--- config.mk ---
export PLATFORM = sky130hd
export DESIGN_NAME = irq_prio_ctrl
export DESIGN_NICKNAME = d
export VERILOG_FILES = /design/src/rtl/irq_prio_pkg.sv /design/src/rtl/irq_req_capture.sv /design/src/rtl/irq_prio_resolve.sv /design/src/rtl/irq_prog_regs.sv /design/src/rtl/irq_prio_ctrl.sv
export SDC_FILE = /design/constraint.sdc
export NUM_CORES = 1
export LEC_CHECK = 0
export BUFFER_PORTS_ARGS = -buffer_cell sky130_fd_sc_hd__buf_2
export CAP_MARGIN = 40
export CORE_MARGIN = 10
export CORE_UTILIZATION = 55
export CTS_BUF_LIST = sky130_fd_sc_hd__clkbuf_16
export CTS_CLUSTER_DIAMETER = 80
export CTS_CLUSTER_SIZE = 20
export DETAILED_ROUTE_END_ITERATION = 12
export GPL_TIMING_DRIVEN = 0
export PLACE_DENSITY = 0.81
export SLEW_MARGIN = 20
export SYNTH_ARGS = -nofsm -noshare
export SYNTH_HDL_FRONTEND = slang
export SYNTH_SLANG_ARGS = --single-unit
--- constraint.sdc ---
create_clock -name clk -period 4.15 [get_ports clk]
set_input_delay 0.6225 -clock clk [delete_from_list [all_inputs] [get_ports clk]]
set_output_delay 0.6225 -clock clk [all_outputs]
set_load 0.01 [all_outputs]
--- src/rtl/irq_prio_pkg.sv ---
package irq_prio_pkg;

  typedef enum logic [2:0] {
    PH_WAIT_MODE,
    PH_WAIT_BASE,
    PH_WAIT_CASC,
    PH_WAIT_OPT,
    PH_RUN
  } phase_t;

  // register port addresses
  localparam logic [1:0] A_CMD  = 2'd0;
  localparam logic [1:0] A_DATA = 2'd1;
  localparam logic [1:0] A_TRIG = 2'd2;
  localparam logic [1:0] A_CASC = 2'd3;

  // command word field positions
  localparam int F_INIT    = 4;
  localparam int F_OP3     = 3;
  localparam int F_LVL_ALL = 3;
  localparam int F_AEOI    = 1;

  // end-of-interrupt command codes (top three bits)
  localparam logic [2:0] EOI_SPEC    = 3'b011;
  localparam logic [2:0] EOI_NONSPEC = 3'b001;

  // read-select codes (low two bits)
  localparam logic [1:0] RS_IRR = 2'b10;
  localparam logic [1:0] RS_ISR = 2'b11;

endpackage

--- src/rtl/irq_req_capture.sv ---
module irq_req_capture #(
  parameter int LINES = 8
) (
  input  logic             clk,
  input  logic             rst,
  input  logic [LINES-1:0] lines_in,
  input  logic [LINES-1:0] trig,
  input  logic [LINES-1:0] clr_onehot,
  input  logic             clear_all,
  output logic [LINES-1:0] irr
);

  logic [LINES-1:0] prev_q;
  logic [LINES-1:0] irr_q;
  logic [LINES-1:0] irr_d;

  generate
    for (genvar g = 0; g < LINES; g++) begin : g_line
      always_comb begin
        if (trig[g]) begin
          irr_d[g] = lines_in[g];
        end else begin
          irr_d[g] = (irr_q[g] & ~clr_onehot[g]) | (lines_in[g] & ~prev_q[g]);
        end
      end
    end
  endgenerate

  always_ff @(posedge clk) begin
    if (rst) begin
      prev_q <= '0;
      irr_q  <= '0;
    end else begin
      prev_q <= lines_in;
      if (clear_all) begin
        irr_q <= '0;
      end else begin
        irr_q <= irr_d;
      end
    end
  end

  assign irr = irr_q;

  // edge lines gain a request bit only after a rising edge
  assert_edge_only_R9: assert property (@(posedge clk) disable iff (rst)
    !rst |=> ((irr_q & ~$past(irr_q) & ~$past(trig) &
               ~($past(lines_in) & ~$past(prev_q))) == '0));

endmodule

--- src/rtl/irq_prio_resolve.sv ---
module irq_prio_resolve #(
  parameter  int LINES = 8,
  localparam int IDX_W = $clog2(LINES)
) (
  input  logic             clk,
  input  logic             rst,
  input  logic [LINES-1:0] irr,
  input  logic [LINES-1:0] mask,
  input  logic [LINES-1:0] isr,
  output logic             sel_valid,
  output logic [IDX_W-1:0] sel_idx,
  output logic [LINES-1:0] sel_onehot,
  output logic [LINES-1:0] top_isr_onehot
);

  logic             isr_any;
  logic [IDX_W-1:0] isr_low;
  logic [LINES-1:0] ceiling;
  logic [LINES-1:0] cand;

  always_comb begin
    isr_low = '0;
    for (int i = LINES - 1; i >= 0; i--) begin
      if (isr[i]) isr_low = IDX_W'(i);
    end
  end

  assign isr_any        = |isr;
  assign top_isr_onehot = isr & (~isr + LINES'(1));
  assign ceiling        = isr_any ? ((LINES'(1) << isr_low) - LINES'(1)) : '1;
  assign cand           = irr & ~mask & ceiling;
  assign sel_onehot     = cand & (~cand + LINES'(1));
  assign sel_valid      = |cand;

  always_comb begin
    sel_idx = '0;
    for (int i = LINES - 1; i >= 0; i--) begin
      if (cand[i]) sel_idx = IDX_W'(i);
    end
  end

  // a grant never targets a masked or already in-service line
  assert_grant_unmasked_R4: assert property (@(posedge clk) disable iff (rst)
    sel_valid |-> ((sel_onehot & mask) == '0));
  assert_grant_not_served_R5: assert property (@(posedge clk) disable iff (rst)
    sel_valid |-> ((sel_onehot & isr) == '0 && (sel_onehot & irr) != '0));

endmodule

--- src/rtl/irq_prog_regs.sv ---
module irq_prog_regs
  import irq_prio_pkg::*;
#(
  parameter  int LINES  = 8,
  parameter  int DATA_W = 8,
  localparam int IDX_W  = $clog2(LINES)
) (
  input  logic                    clk,
  input  logic                    rst,
  input  logic                    wr_en,
  input  logic [1:0]              wr_addr,
  input  logic [DATA_W-1:0]       wr_data,
  input  logic [1:0]              rd_addr,
  input  logic [LINES-1:0]        irr,
  input  logic                    ack_take,
  input  logic [LINES-1:0]        sel_onehot,
  input  logic [LINES-1:0]        top_isr_onehot,
  output logic                    run,
  output logic                    restart,
  output logic                    aeoi,
  output logic [LINES-1:0]        mask,
  output logic [LINES-1:0]        trig,
  output logic [LINES-1:0]        isr,
  output logic [DATA_W-IDX_W-1:0] base_hi,
  output logic [DATA_W-1:0]       rd_data
);

  phase_t                  phase_q;
  logic [LINES-1:0]        mask_q;
  logic [LINES-1:0]        trig_q;
  logic [LINES-1:0]        isr_q;
  logic [LINES-1:0]        isr_d;
  logic [LINES-1:0]        eoi_clr;
  logic [LINES-1:0]        isr_set;
  logic [DATA_W-IDX_W-1:0] base_q;
  logic [DATA_W-1:0]       casc_q;
  logic [DATA_W-1:0]       rd_q;
  logic                    aeoi_q;
  logic                    show_isr_q;

  logic cmd_wr, mode_wr, op_wr, eoi_spec, eoi_ns, sel_wr, data_wr, trig_wr;

  assign run      = (phase_q == PH_RUN);
  assign cmd_wr   = wr_en && (wr_addr == A_CMD);
  assign mode_wr  = cmd_wr && wr_data[F_INIT];
  assign op_wr    = cmd_wr && !wr_data[F_INIT] && run;
  assign eoi_spec = op_wr && !wr_data[F_OP3] && (wr_data[DATA_W-1 -: 3] == EOI_SPEC);
  assign eoi_ns   = op_wr && !wr_data[F_OP3] && (wr_data[DATA_W-1 -: 3] == EOI_NONSPEC);
  assign sel_wr   = op_wr && wr_data[F_OP3];
  assign data_wr  = wr_en && (wr_addr == A_DATA);
  assign trig_wr  = wr_en && (wr_addr == A_TRIG);

  always_comb begin
    eoi_clr = '0;
    if (eoi_spec) eoi_clr = LINES'(1) << wr_data[IDX_W-1:0];
    else if (eoi_ns) eoi_clr = top_isr_onehot;
  end

  assign isr_set = (ack_take && !aeoi_q) ? sel_onehot : '0;
  assign isr_d   = mode_wr ? '0 : ((isr_q & ~eoi_clr) | isr_set);

  // setup sequencer
  always_ff @(posedge clk) begin
    if (rst) begin
      phase_q <= PH_WAIT_MODE;
    end else if (mode_wr) begin
      phase_q <= PH_WAIT_BASE;
    end else if (data_wr) begin
      case (phase_q)
        PH_WAIT_BASE: phase_q <= PH_WAIT_CASC;
        PH_WAIT_CASC: phase_q <= PH_WAIT_OPT;
        PH_WAIT_OPT:  phase_q <= PH_RUN;
        default:      phase_q <= phase_q;
      endcase
    end
  end

  // configuration and status registers
  always_ff @(posedge clk) begin
    if (rst) begin
      mask_q     <= '0;
      trig_q     <= '0;
      isr_q      <= '0;
      base_q     <= '0;
      casc_q     <= '0;
      aeoi_q     <= 1'b0;
      show_isr_q <= 1'b0;
    end else begin
      isr_q <= isr_d;
      if (mode_wr) begin
        mask_q     <= '0;
        trig_q     <= {LINES{wr_data[F_LVL_ALL]}};
        show_isr_q <= 1'b0;
      end else if (trig_wr) begin
        trig_q <= wr_data[LINES-1:0];
      end
      if (data_wr) begin
        case (phase_q)
          PH_WAIT_BASE: base_q <= wr_data[DATA_W-1:IDX_W];
          PH_WAIT_CASC: casc_q <= wr_data;
          PH_WAIT_OPT:  aeoi_q <= wr_data[F_AEOI];
          PH_RUN:       mask_q <= wr_data[LINES-1:0];
          default:      ;
        endcase
      end
      if (sel_wr) begin
        if (wr_data[1:0] == RS_IRR) show_isr_q <= 1'b0;
        else if (wr_data[1:0] == RS_ISR) show_isr_q <= 1'b1;
      end
    end
  end

  // registered read port
  always_ff @(posedge clk) begin
    if (rst) begin
      rd_q <= '0;
    end else begin
      case (rd_addr)
        A_CMD:   rd_q <= show_isr_q ? DATA_W'(isr_q) : DATA_W'(irr);
        A_DATA:  rd_q <= DATA_W'(mask_q);
        A_TRIG:  rd_q <= DATA_W'(trig_q);
        default: rd_q <= casc_q;
      endcase
    end
  end

  assign restart = mode_wr;
  assign aeoi    = aeoi_q;
  assign mask    = mask_q;
  assign trig    = trig_q;
  assign isr     = isr_q;
  assign base_hi = base_q;
  assign rd_data = rd_q;

  // specific end-of-interrupt retires the named level
  assert_spec_eoi_clears_R7: assert property (@(posedge clk) disable iff (rst)
    (eoi_spec && !ack_take) |=> !isr_q[$past(wr_data[IDX_W-1:0])]);

  // automatic end-of-interrupt leaves in-service untouched on acknowledge
  assert_aeoi_isr_stable_R6: assert property (@(posedge clk) disable iff (rst)
    (ack_take && aeoi_q && !wr_en) |=> (isr_q == $past(isr_q)));

  // a new mode word empties mask and in-service
  assert_restart_clears_R11: assert property (@(posedge clk) disable iff (rst)
    mode_wr |=> (isr_q == '0 && mask_q == '0 && !run));

endmodule

--- src/rtl/irq_prio_ctrl.sv ---
module irq_prio_ctrl #(
  parameter  int LINES  = 8,
  parameter  int DATA_W = 8,
  localparam int IDX_W  = $clog2(LINES)
) (
  input  logic              clk,
  input  logic              rst,
  input  logic              wr_en,
  input  logic [1:0]        wr_addr,
  input  logic [DATA_W-1:0] wr_data,
  input  logic [1:0]        rd_addr,
  output logic [DATA_W-1:0] rd_data,
  input  logic [LINES-1:0]  irq_in,
  output logic              int_out,
  input  logic              ack,
  output logic [DATA_W-1:0] vec_out
);

  logic                    run, restart, aeoi;
  logic [LINES-1:0]        mask, trig, isr, irr;
  logic [LINES-1:0]        sel_onehot, top_isr_onehot, clr_onehot;
  logic [IDX_W-1:0]        sel_idx;
  logic                    sel_valid, ack_take;
  logic [DATA_W-IDX_W-1:0] base_hi;
  logic                    int_q;
  logic [DATA_W-1:0]       vec_q;

  assign ack_take   = ack && run && sel_valid;
  assign clr_onehot = ack_take ? sel_onehot : '0;

  irq_req_capture #(.LINES(LINES)) u_capture (
    .clk        (clk),
    .rst        (rst),
    .lines_in   (irq_in),
    .trig       (trig),
    .clr_onehot (clr_onehot),
    .clear_all  (restart),
    .irr        (irr)
  );

  irq_prio_resolve #(.LINES(LINES)) u_resolve (
    .clk            (clk),
    .rst            (rst),
    .irr            (irr),
    .mask           (mask),
    .isr            (isr),
    .sel_valid      (sel_valid),
    .sel_idx        (sel_idx),
    .sel_onehot     (sel_onehot),
    .top_isr_onehot (top_isr_onehot)
  );

  irq_prog_regs #(.LINES(LINES), .DATA_W(DATA_W)) u_regs (
    .clk            (clk),
    .rst            (rst),
    .wr_en          (wr_en),
    .wr_addr        (wr_addr),
    .wr_data        (wr_data),
    .rd_addr        (rd_addr),
    .irr            (irr),
    .ack_take       (ack_take),
    .sel_onehot     (sel_onehot),
    .top_isr_onehot (top_isr_onehot),
    .run            (run),
    .restart        (restart),
    .aeoi           (aeoi),
    .mask           (mask),
    .trig           (trig),
    .isr            (isr),
    .base_hi        (base_hi),
    .rd_data        (rd_data)
  );

  // registered interrupt request and vector
  always_ff @(posedge clk) begin
    if (rst) begin
      int_q <= 1'b0;
      vec_q <= '0;
    end else begin
      int_q <= run && sel_valid;
      if (ack && run) begin
        vec_q <= sel_valid ? {base_hi, sel_idx} : {base_hi, {IDX_W{1'b1}}};
      end
    end
  end

  assign int_out = int_q;
  assign vec_out = vec_q;

  // no interrupt while setup is incomplete
  assert_blocked_in_setup_R2: assert property (@(posedge clk) disable iff (rst)
    !run |=> !int_out);

  // a raised interrupt always had an unmasked pending source
  assert_int_has_source_R4: assert property (@(posedge clk) disable iff (rst)
    int_out |-> $past((irr & ~mask) != '0));

  // acknowledge without auto-EOI moves exactly the grant into service
  assert_ack_moves_R6: assert property (@(posedge clk) disable iff (rst)
    (ack_take && !aeoi && !wr_en) |=> ((isr & ~$past(isr)) == $past(sel_onehot)));

  // spurious acknowledge yields the lowest-priority vector
  assert_spurious_vec_R12: assert property (@(posedge clk) disable iff (rst)
    (ack && run && !sel_valid) |=> (vec_out[IDX_W-1:0] == '1 && isr == $past(isr)));

endmodule

Word level (Yosys, flattened, before mapping)
Index checks and enable logic that the tools add are counted.
Widths: inputs -> output; s select.
{"block": "totals", "regBits": 75, "wordCells": 156, "in_bits": 24}
{"block": "classes", "n_mux": 44, "add_sub_neg": 3, "n_eq_ne": 12, "shifts": 2, "reduce_logical": 31, "bitwise_logic": 50}
{"cell": "$mux 8", "count": 11}
{"cell": "$mux 3", "count": 17}
{"cell": "$and 8x8->8", "count": 5}
{"cell": "$not 8->8", "count": 4}
{"cell": "$pmux 8 s3", "count": 1}
{"cell": "$add 8x1->8 const B", "count": 2}
{"cell": "$and 1x1->1", "count": 16}
{"cell": "$not 1->1", "count": 16}
{"cell": "$reduce_or 8->1", "count": 2}
{"cell": "$shl 1x3->8 const A", "count": 2}
{"cell": "$logic_and 1x1->1", "count": 14}
{"cell": "$mux 1", "count": 14}
{"cell": "$reduce_and 2->1", "count": 5}
{"cell": "$eq 3x2->1 const B", "count": 3}
{"cell": "$pmux 3 s3", "count": 1}
{"cell": "$eq 2x2->1 const B", "count": 4}
{"cell": "$or 1x1->1", "count": 8}
{"cell": "$or 8x8->8", "count": 1}
{"cell": "$sub 8x1->8 const B", "count": 1}
{"cell": "$eq 3x1->1 const B", "count": 2}
{"cell": "$eq 2x1->1 const B", "count": 2}
{"cell": "$logic_not 2->1", "count": 2}
{"cell": "$reduce_bool 2->1", "count": 2}
{"cell": "$reduce_bool 4->1", "count": 1}
{"cell": "other kinds (4)", "count": 6}

Longest topological paths before layout
Gate-level depths: netlist (run 1).
{"block": "depth", "depth_word": 21, "mapped_depth": 11, "depth_no_buf": 10}

Cells and area by module
From an unflattened synthesis (run 1), not the netlist that was laid out.
{"block": "unflattened", "hier_cells": 452, "hier_area_um2": 3903.7}
{"module": "irq_prog_regs", "cells_per_inst": 258, "n_inst": 1, "area_each_um2": 2333.5}
{"module": "irq_req_capture", "cells_per_inst": 65, "n_inst": 1, "area_each_um2": 599.3}
{"module": "irq_prio_resolve", "cells_per_inst": 80, "n_inst": 1, "area_each_um2": 530.5}
{"module": "irq_prio_ctrl", "cells_per_inst": 49, "n_inst": 1, "area_each_um2": 440.4}

Worst setup path before layout (run 1)
Ideal clock, no wire load.
{"block": "synth_timing", "path_kind": "reg-to-reg", "startpoint": "reg u_regs.isr_q[6] (netlist: u_regs.isr[6])", "endpoint": "reg vec_q[0] (netlist: vec_out[0])", "t_arrival_ns": 2.652, "stages_incl_launch_ff": 12, "setup_ns": 0.120, "slack_ns": 1.378, "path_buffers": 1, "path_cell_list": "dfxtp_1 -> or4_1 -> buf_2 -> nor4_1 -> nor2_1 -> ha_1 -> or3_1 -> a211o_1 -> o311ai_0 -> and2_0 -> a2111oi_0 -> o31a_1"}
{"block": "synth_via", "elab_chain_cells": 20, "word_cells_on_any_way": 22}
{"element": "from (decl)", "line_no": "irq_prog_regs.sv:31", "text": "logic [LINES-1:0] isr_q;"}
{"element": "from (signal assigned)", "line_no": "irq_prog_regs.sv:89", "text": "isr_q <= isr_d;"}
{"element": "$mux 3 (7 in series)", "line_no": "irq_prio_resolve.sv:24", "text": "if (isr[i]) isr_low = IDX_W'(i);"}
{"element": "$shl 1x3->8", "line_no": "irq_prio_resolve.sv:30", "text": "assign ceiling = isr_any ? ((LINES'(1) << isr_low) - LINES'(1)) : '1;"}
{"element": "$sub 8x1->8", "line_no": "irq_prio_resolve.sv:30"}
{"element": "$mux 8 *", "line_no": "irq_prio_resolve.sv:30"}
{"element": "$and 8x8->8 *", "line_no": "irq_prio_resolve.sv:31", "text": "assign cand = irr & ~mask & ceiling;"}
{"element": "$mux 3 (8 in series)", "line_no": "irq_prio_resolve.sv:38", "text": "if (cand[i]) sel_idx = IDX_W'(i);"}
{"element": "$mux 3 *", "line_no": "irq_prio_ctrl.sv:82", "text": "vec_q <= sel_valid ? {base_hi, sel_idx} : {base_hi, {IDX_W{1'b1}}};"}
{"element": "to (signal assigned)", "line_no": "irq_prio_ctrl.sv:82"}
{"element": "to (decl)", "line_no": "irq_prio_ctrl.sv:26", "text": "logic [DATA_W-1:0] vec_q;"}
Every way passes the cells marked *; elsewhere a longest branch is shown, timed or not.
A chain may end at the register's enable or synchronous reset.

Final worst setup path (run 1)
Ends and elaborated chain as after synthesis.

==> results of run 1 <==
==> routing by layer <==
metal | vias to the layer above | global-route usage
met5 | - | 0
met4 | 0 | 0.1076
met3 | 25 | 0.03571
met2 | 138 | 0.3462
met1 | 1578 | 0.2405
li1 | 1570 | -
==> Yosys cell counts (3+ instances only) <==
library cell	instances
o21a_1	4
nand3_1	7
a21oi_1	18
dfxtp_1	75
a22oi_1	8
nor3_1	7
nand2_1	29
nor2b_1	21
nand2b_1	5
clkbuf_1	22
or4_1	3
or2_2	3
buf_2	4
inv_1	13
mux2i_1	32
o21ai_1	5
nor2_1	55
o21ai_0	16
o211ai_1	3
o31ai_1	3
or3_1	3
nor3b_1	6
a211oi_1	23
nand3b_1	6
==> power breakdown <==
group | internal, mW | switching [mW]
Combinational | 0.0528 | 0.0894
Sequential | 0.741 | 0.0144
Clock | 0.457 | 0.291
Total | 1.25 | 0.394
==> final cells by class <==
cell class | instances | area [um2]
Tap cell | 77 | 96.34
Inverter | 13 | 48.80
Sequential cell | 75 | 1501
Clock inverter | 6 | 56.30
Multi-Input combinational cell | 297 | 1893
Fill cell | 532 | 2200
Timing Repair Buffer | 36 | 178.9
Clock buffer | 9 | 225.2
Buffer | 28 | 113.9
==> logic make-up after synthesis <==
| kind of cell | after synthesis | synth area share |
|---|---|---|
| flops | 75 | 0.4221 |
| fa+ha+maj | 1 | 0.003517 |
| mux | 32 | 0.09005 |
| buf+inv | 41 | 0.04573 |
| simple gates | 163 | 0.2423 |
| xor+xnor | 1 | 0.002463 |
| compound gates | 100 | 0.1938 |
==> per-stage QoR <==
stage	area, um2	worst slack [ns]	util	instances
floorplan	3557	1.378	-	413
global placement	3829	0.7181	0.6064	525
detailed placement	3832	0.8656	0.6070	526
CTS	4114	0.8309	0.6516	541
global route	4114	0.5882	0.6516	541
finish	4114	0.8150	0.6516	541
==> sequential cells by signal (all words and copies together) (netlist names) <==
| name | flops |
|---|---|
| vec_out | 8 |
| u_regs.aeoi | 1 |
| u_regs.isr | 8 |
| u_capture.irr | 8 |
| u_regs.phase_q | 3 |
| int_out | 1 |
| u_regs.rd_data | 8 |
| u_regs.mask | 8 |
| u_regs.casc_q | 8 |
| u_regs.trig | 8 |
| u_capture.prev_q | 8 |
| u_regs.base_hi | 5 |
| u_regs.show_isr_q | 1 |
==> worst min-delay path, cell delays in order (launching register included) <==
cell and delay [ns]:
dfxtp_1 0.31, nand2_1 0.05, a21oi_1 0.05
==> path summary, 6_finish.rpt <==
check / startpoint / end / slack, ns / depth (start not counted)
max: u_regs.isr[6] / vec_out[0] / 0.81 / 11
max reg2reg: u_regs.isr[6] / vec_out[0] / 0.81 / 11
min: u_regs.base_hi[3] / vec_out[6] / 0.45 / 2
min reg2reg: u_regs.base_hi[3] / vec_out[6] / 0.45 / 2
==> results.json, run 1 <==
{
  "finalCritPeriodShare": 0.8036,
  "core_um2": 6314,
  "async_flop_share": 0,
  "post_cts_buffers": 0,
  "synthesis.area_um2": 3557,
  "ir_drop_mv": 0.2979,
  "status": "finished clean",
  "dpl.hpwl_mm": 7.353,
  "grt_pass1_vias": 3408,
  "crit_arrival_ns": 3.62,
  "cts_sinks": 75,
  "powerDensity_nw_per_um2": 399.9,
  "synth_top_area_cell": "dfxtp_1",
  "cap_violations": 0,
  "whs_ns": 0.4537,
  "startpoint_type": "flop",
  "cp_cell_sequence": "or4_1, buf_2, nor4_1, nor2_1, ha_1, o21ai_0, o311ai_0, and2_0, a2111oi_0, buf_1, o31a_1",
  "layout-drive-gt1-share": 0.1379,
  "netlist_instances": 413,
  "clkTransAtPathRegs_ns": 0.06,
  "finalSetupViolCount": 0,
  "syn2layout_area_growth_pct": 15.65,
  "final.setup.tns_ns": 0,
  "worstHoldPathType": "reg -> reg",
  "vias": 3311,
  "final_cell_mix": "75 x dfxtp_1, 55 x nor2_1, 39 x buf_2",
  "port_buffers": 35,
  "num_rows": 29,
  "antenna_found_initial": 0,
  "required_ns": 4.43,
  "max_stage_delay_ns": 0.66,
  "total_power_mw": 1.645,
  "synth_top_area_frac": 0.4221,
  "die-area_um2": 10080,
  "cts_root_buf": "clkbuf_16",
  "crit_fanout": 7,
  "dr.first_iter.drc_count": 315,
  "max_freq_mhz": 299.8,
  "finClkSkew_ns": 0.004286,
  "final_antenna_net_count": 0,
  "min_period_ns": 3.335,
  "tightest_slew_ns": 0.7440,
  "slowest_stage": "a2111oi_0",
  "via_per_inst": 6.120,
  "grt-ovfl-total": 0,
  "yosysWarnings": 0,
  "finalMaxSlewViolations": 0,
  "synth_cell_type_count": 58,
  "initial_core_util": 0.5634,
  "grt_first_pass_wirelength_mm": 16.55,
  "yosys_most_used_dff": "dfxtp_1",
  "finalHoldViolations": 0,
  "fin_nets": 485,
  "dr_wl_met2_mm": 4.874,
  "ys_ff_latch": 75,
  "rsz0062_at_grt": "no",
  "synth-seq-area-share": 0.4221,
  "relSlewSlack": 0.4912,
  "p_leak_nw": 1.665,
  "crit_buf_inv": 2,
  "layout_commonest_cell": "dfxtp_1",
  "insertion_delay_ns": 0.34,
  "cts-resized-gates": 0,
  "drc_errors": 0,
  "end_kind": "flop",
  "crit_family": "compound AO/OA/AOI/OAI gates",
  "synth_area_leaders": "dfxtp_1 42%, mux2i_1 9.0%, nor2_1 5.8%",
  "routed.top_layer": "met4",
  "synth-edff-count": 0,
  "clockBufferDepth": 2,
  "ios": 41,
  "grt_usage": 0.2045,
  "numCtsBuffers": 9,
  "hold_buffers": 0,
  "wl_mm": 10.01,
  "fp.dieH_um": 100.4,
  "wl_met3_um": 609,
  "htree_num_levels": 3,
  "wl_met1_mm": 4.263,
  "wl_per_cell_um": 18.50,
  "synth_nets": 438,
  "worstSetupPathType": "reg -> reg",
  "cts_tree": "done",
  "place.gp.congestion": 0.9828,
  "diodes": 0,
  "synth_area_per_cell_um2": 8.613,
  "dieWidth_um": 100.4,
  "grt_max_degree": 13,
  "firstDrtPassIters": 5
}
(Power assumes the default switching activity.)
==> run 2: changes to the inputs <==
==> constraint.sdc (replaced) <==
create_clock -name clk -period 3.3 [get_ports clk]
set_input_delay 0.495 -clock clk [delete_from_list [all_inputs] [get_ports clk]]
set_output_delay 0.495 -clock clk [all_outputs]
set_load 0.01 [all_outputs]
==> results.json, run 2 (synthesis results as in run 1) <==
{
  "status": "finished clean",
  "slowest_stage": "or4_1",
  "place.gp.congestion": 0.9828,
  "hold_buffers": 0,
  "power_frac_seq": 0.458,
  "firstDrtPassIters": 5,
  "crit_fanout": 7,
  "crit_arrival_ns": 3.34,
  "antenna_found_initial": 0,
  "fin_nets": 485,
  "final_antenna_net_count": 0,
  "final_cell_mix": "75 x dfxtp_1, 55 x nor2_1, 39 x buf_2",
  "wl_per_cell_um": 18.50,
  "finalSetupViolCount": 0,
  "p_sw_mw": 0.4997,
  "drc_errors": 0,
  "required_ns": 3.53,
  "layout_commonest_cell": "dfxtp_1",
  "clockBufferDepth": 2,
  "finClkSkew_ns": 0.004704,
  "p_leak_nw": 1.665,
  "crit_family": "simple AND/OR/NAND/NOR gates",
  "grtUsageMet3": 0.03571,
  "p_sw_frac": 0.2410,
  "dieWidth_um": 100.4,
  "fp.dieH_um": 100.4,
  "grt_pass1_vias": 3408,
  "use_met2": 0.3462,
  "relSlewSlack": 0.5415,
  "diodes": 0,
  "wl_mm": 10.01,
  "worst_slack_ns": 0.1879,
  "end_kind": "flop",
  "via_per_inst": 6.203,
  "crit_buf_inv": 2,
  "tightest_slew_ns": 0.6877,
  "numCtsBuffers": 9,
  "finalCritPeriodShare": 0.9431,
  "clkTransAtPathRegs_ns": 0.06,
  "grt-ovfl-total": 0,
  "num_rows": 29,
  "busiest_layer": "met2",
  "ir_drop_mv": 0.3739,
  "dpl.hpwl_mm": 7.353,
  "cts_tree": "done",
  "htree_num_levels": 3,
  "place_ws_ns": 0.01564,
  "layout-drive-gt1-share": 0.1422,
  "gr-usage-met1": 0.2405,
  "grt_max_degree": 13,
  "syn2layout_area_growth_pct": 15.90,
  "finalHoldViolations": 0,
  "dr.first_iter.drc_count": 266,
  "worstHoldPathType": "in -> reg",
  "insertion_delay_ns": 0.34,
  "cp_cell_sequence": "or4_1, buf_2, nor4_1, nor2_1, ha_2, or3_1, a211o_1, o311ai_0, and2_1, a2111oi_2, buf_1, o31a_1",
  "worstSetupPathType": "reg -> reg",
  "grt_first_pass_wirelength_mm": 16.55,
  "startpoint_type": "flop",
  "die-area_um2": 10080,
  "grt_usage": 0.2045,
  "initial_core_util": 0.5634,
  "finalMaxSlewViolations": 0,
  "total_power_mw": 2.073,
  "p_clk_frac": 0.455,
  "internal-power_mw": 1.574,
  "rsz0062_at_grt": "no",
  "core_um2": 6314,
  "powerDensity_nw_per_um2": 502.9,
  "cts_root_buf": "clkbuf_16",
  "max_stage_delay_ns": 0.52,
  "cts_sinks": 75,
  "ios": 41,
  "vias": 3356,
  "cap_violations": 0,
  "pwr-share-comb": 0.087,
  "port_buffers": 35,
  "max_freq_mhz": 321.3,
  "min_period_ns": 3.112
}
## run 2: power by group through the flow
stage	clock [mW]	combinational, mW	sequential (mW)
CTS	0.941	0.177	0.949
finish	0.943	0.181	0.950
floorplan	0	0.113	0.965
detailed placement	0	0.174	0.968
global route	0.980	0.199	0.952
global placement	0	0.169	0.967
## run 2: final timing paths
kind | slack (ns) | from | end | cells after the start
max | 0.19 | u_regs.isr[6] | vec_out[0] | 12
min | 0.38 | irq_in[6] | u_capture.prev_q[6] | 2
max reg2reg | 0.19 | u_regs.isr[6] | vec_out[0] | 12
min reg2reg | 0.45 | u_regs.base_hi[3] | vec_out[6] | 2
## run 2: layer usage
layer	vias up	wire length (um)	share of wire
li1	1572	-	-
met1	1593	4172	0.42
met2	154	4815	0.48
met3	37	661	0.066
met4	0	358	0.036
met5	-	0	0
## run 2: metrics by stage
step / cells / area (um2) / utilization / hold slack (ns) / setup TNS, ns
after floorplan: 413 / 3557 / - / 0.4315 / 0
after global placement: 525 / 3829 / 0.6064 / 0.4426 / -0.2336
after detailed placement: 526 / 3832 / 0.6070 / 0.4492 / 0
after CTS: 541 / 4115 / 0.6518 / 0.3823 / 0
after global routing: 541 / 4123 / 0.6530 / 0.3930 / 0
final: 541 / 4123 / 0.6530 / 0.3790 / 0
## run 2: repair_timing
| item | CTS | global route |
|---|---|---|
| endpoints found under the setup margin | 1 | 4 |
| pin swaps | 0 | 1 |
| gates resized for setup | 1 | 4 |
| buffers inserted | 0 | 0 |
## run 2: cell type report
class / instances / area (um2)
Sequential cell: 75 / 1501
Timing Repair Buffer: 36 / 178.9
Buffer: 28 / 113.9
Tap cell: 77 / 96.34
Multi-Input combinational cell: 297 / 1902
Fill cell: 533 / 2191
Inverter: 13 / 48.80
Clock inverter: 6 / 56.30
Clock buffer: 9 / 225.2
==> run 3: changes to the inputs <==
--- a/config.mk
+++ b/config.mk
@@ -5,7 +5,6 @@
 export SDC_FILE = /design/constraint.sdc
 export NUM_CORES = 1
 export LEC_CHECK = 0
-export BUFFER_PORTS_ARGS = -buffer_cell sky130_fd_sc_hd__buf_2
 export CAP_MARGIN = 40
 export CORE_MARGIN = 10
 export CORE_UTILIZATION = 55
@@ -13,8 +12,9 @@
 export CTS_CLUSTER_DIAMETER = 80
 export CTS_CLUSTER_SIZE = 20
 export DETAILED_ROUTE_END_ITERATION = 12
+export DONT_BUFFER_PORTS = 1
 export GPL_TIMING_DRIVEN = 0
-export PLACE_DENSITY = 0.81
+export PLACE_DENSITY = 0.75
 export SLEW_MARGIN = 20
 export SYNTH_ARGS = -nofsm -noshare
 export SYNTH_HDL_FRONTEND = slang
==> results.json, run 3 (synthesis results as in run 1) <==
{
  "worstHoldPathType": "in -> reg",
  "ir_drop_mv": 0.3454,
  "crit_family": "simple AND/OR/NAND/NOR gates",
  "startpoint_type": "flop",
  "crit_arrival_ns": 3.35,
  "cts_tree": "done",
  "grt_pass1_vias": 3017,
  "finClkSkew_ns": 0.005980,
  "firstDrtPassIters": 5,
  "required_ns": 3.52,
  "min_period_ns": 3.130,
  "dr.first_iter.drc_count": 218,
  "whs_ns": 0.2913,
  "cts_sinks": 75,
  "syn2layout_area_growth_pct": 12.73,
  "finalHoldViolations": 0,
  "clockBufferDepth": 2,
  "clkTransAtPathRegs_ns": 0.06,
  "wl_mm": 10.04,
  "grt_max_degree": 13,
  "p_leak_nw": 1.529,
  "cap_violations": 0,
  "htree_num_levels": 3,
  "grt-ovfl-total": 0,
  "finalCritPeriodShare": 0.9484,
  "numCtsBuffers": 9,
  "grt_usage": 0.1984,
  "antenna_found_initial": 0,
  "diodes": 0,
  "grt_first_pass_wirelength_mm": 15.82,
  "layout-drive-gt1-share": 0.07226,
  "initial_core_util": 0.5634,
  "max_freq_mhz": 319.5,
  "rsz0062_at_grt": "no",
  "tightest_slew_ns": 0.6794,
  "layout_commonest_cell": "dfxtp_1",
  "cp_cell_sequence": "or4_1, buf_2, nor4_1, nor2_1, ha_1, or3_1, a211o_1, o311ai_0, and2_0, a2111oi_4, o31a_1",
  "port_buffers": 0,
  "cts_root_buf": "clkbuf_16",
  "crit_buf_inv": 1,
  "post_cts_buffers": 0,
  "final_util": 0.6352,
  "slowest_stage": "or4_1",
  "worstSetupPathType": "reg -> reg",
  "vias": 3143,
  "min_path_cells": 1,
  "dieWidth_um": 100.4,
  "wl_per_cell_um": 19.84,
  "powerDensity_nw_per_um2": 550.6,
  "final_antenna_net_count": 0,
  "end_kind": "flop",
  "ios": 41,
  "hold_buffers": 0,
  "fp.dieH_um": 100.4,
  "via_per_inst": 6.211,
  "place.gp.congestion": 0.9199,
  "relSlewSlack": 0.5471,
  "core_um2": 6314,
  "dpl.hpwl_mm": 7.417,
  "finalSetupViolCount": 0,
  "insertion_delay_ns": 0.33,
  "worstRegToRegCells": 11,
  "die-area_um2": 10080,
  "max_stage_delay_ns": 0.53,
  "final_cell_mix": "75 x dfxtp_1, 55 x nor2_1, 32 x mux2i_1",
  "drc_errors": 0,
  "path_depth": 11,
  "num_rows": 29,
  "status": "finished clean",
  "fin_nets": 449,
  "finalMaxSlewViolations": 0,
  "crit_fanout": 7,
  "final.setup.tns_ns": 0
}
==> run 3: cell count changes in the layout (fill, tap and decap cells not counted), sizes merged <==
cell	change
clkinvlp	+1
buf	-36
bufinv	+2
clkinv	-3
inv	+1
==> run 3: metrics by stage <==
step                instance area (um2)  worst slack [ns]  std cells  power, mW
floorplan                          3557            0.5283        413      1.078
global placement                   3654           -0.2794        490      1.119
detailed placement                 3655           -0.1052        490      1.122
CTS                                3994           0.04148        506      2.204
global route                       4010          0.005932        506      2.265
finish                             4010            0.1703        506      2.208
==> run 3: final cells by class <==
| class | count | area [um2] |
|---|---|---|
| buffer | 28 | 113.9 |
| clock buffer | 9 | 225.2 |
| inverter | 13 | 48.80 |
| sequential | 75 | 1501 |
| clock inverter | 7 | 108.9 |
| fill | 531 | 2303 |
| multi-input combinational | 297 | 1916 |
| tap | 77 | 96.34 |
==> run 3: routing by layer <==
metal	GRT usage	wire, um
met1	0.2400	4413
met5	0	0
met2	0.3249	4725
met4	0.09674	315
met3	0.04327	586
==> run 3: final timing paths <==
check / startpoint / endpoint / slack, ns
worst min register to register: u_regs.base_hi[2] / vec_out[5] / 0.46
worst max register to register: u_regs.isr[6] / vec_out[0] / 0.17
worst min-delay path: irq_in[3] / u_capture.prev_q[3] / 0.29
worst max-delay path: u_regs.isr[6] / vec_out[0] / 0.17
==> run 3: where the power goes <==
group          switching, mW  total, mW  leakage, nW  internal (mW)
Clock                  0.367       1.10        0.166          0.730
Combinational          0.100      0.158        0.752         0.0574
Sequential            0.0216      0.953        0.611          0.932
==> run 3: timing repair <==
| action | CTS | global route |
|---|---|---|
| pin swaps | 0 | 0 |
| gates resized for setup | 1 | 3 |
| setup endpoints to repair | 2 | 5 |
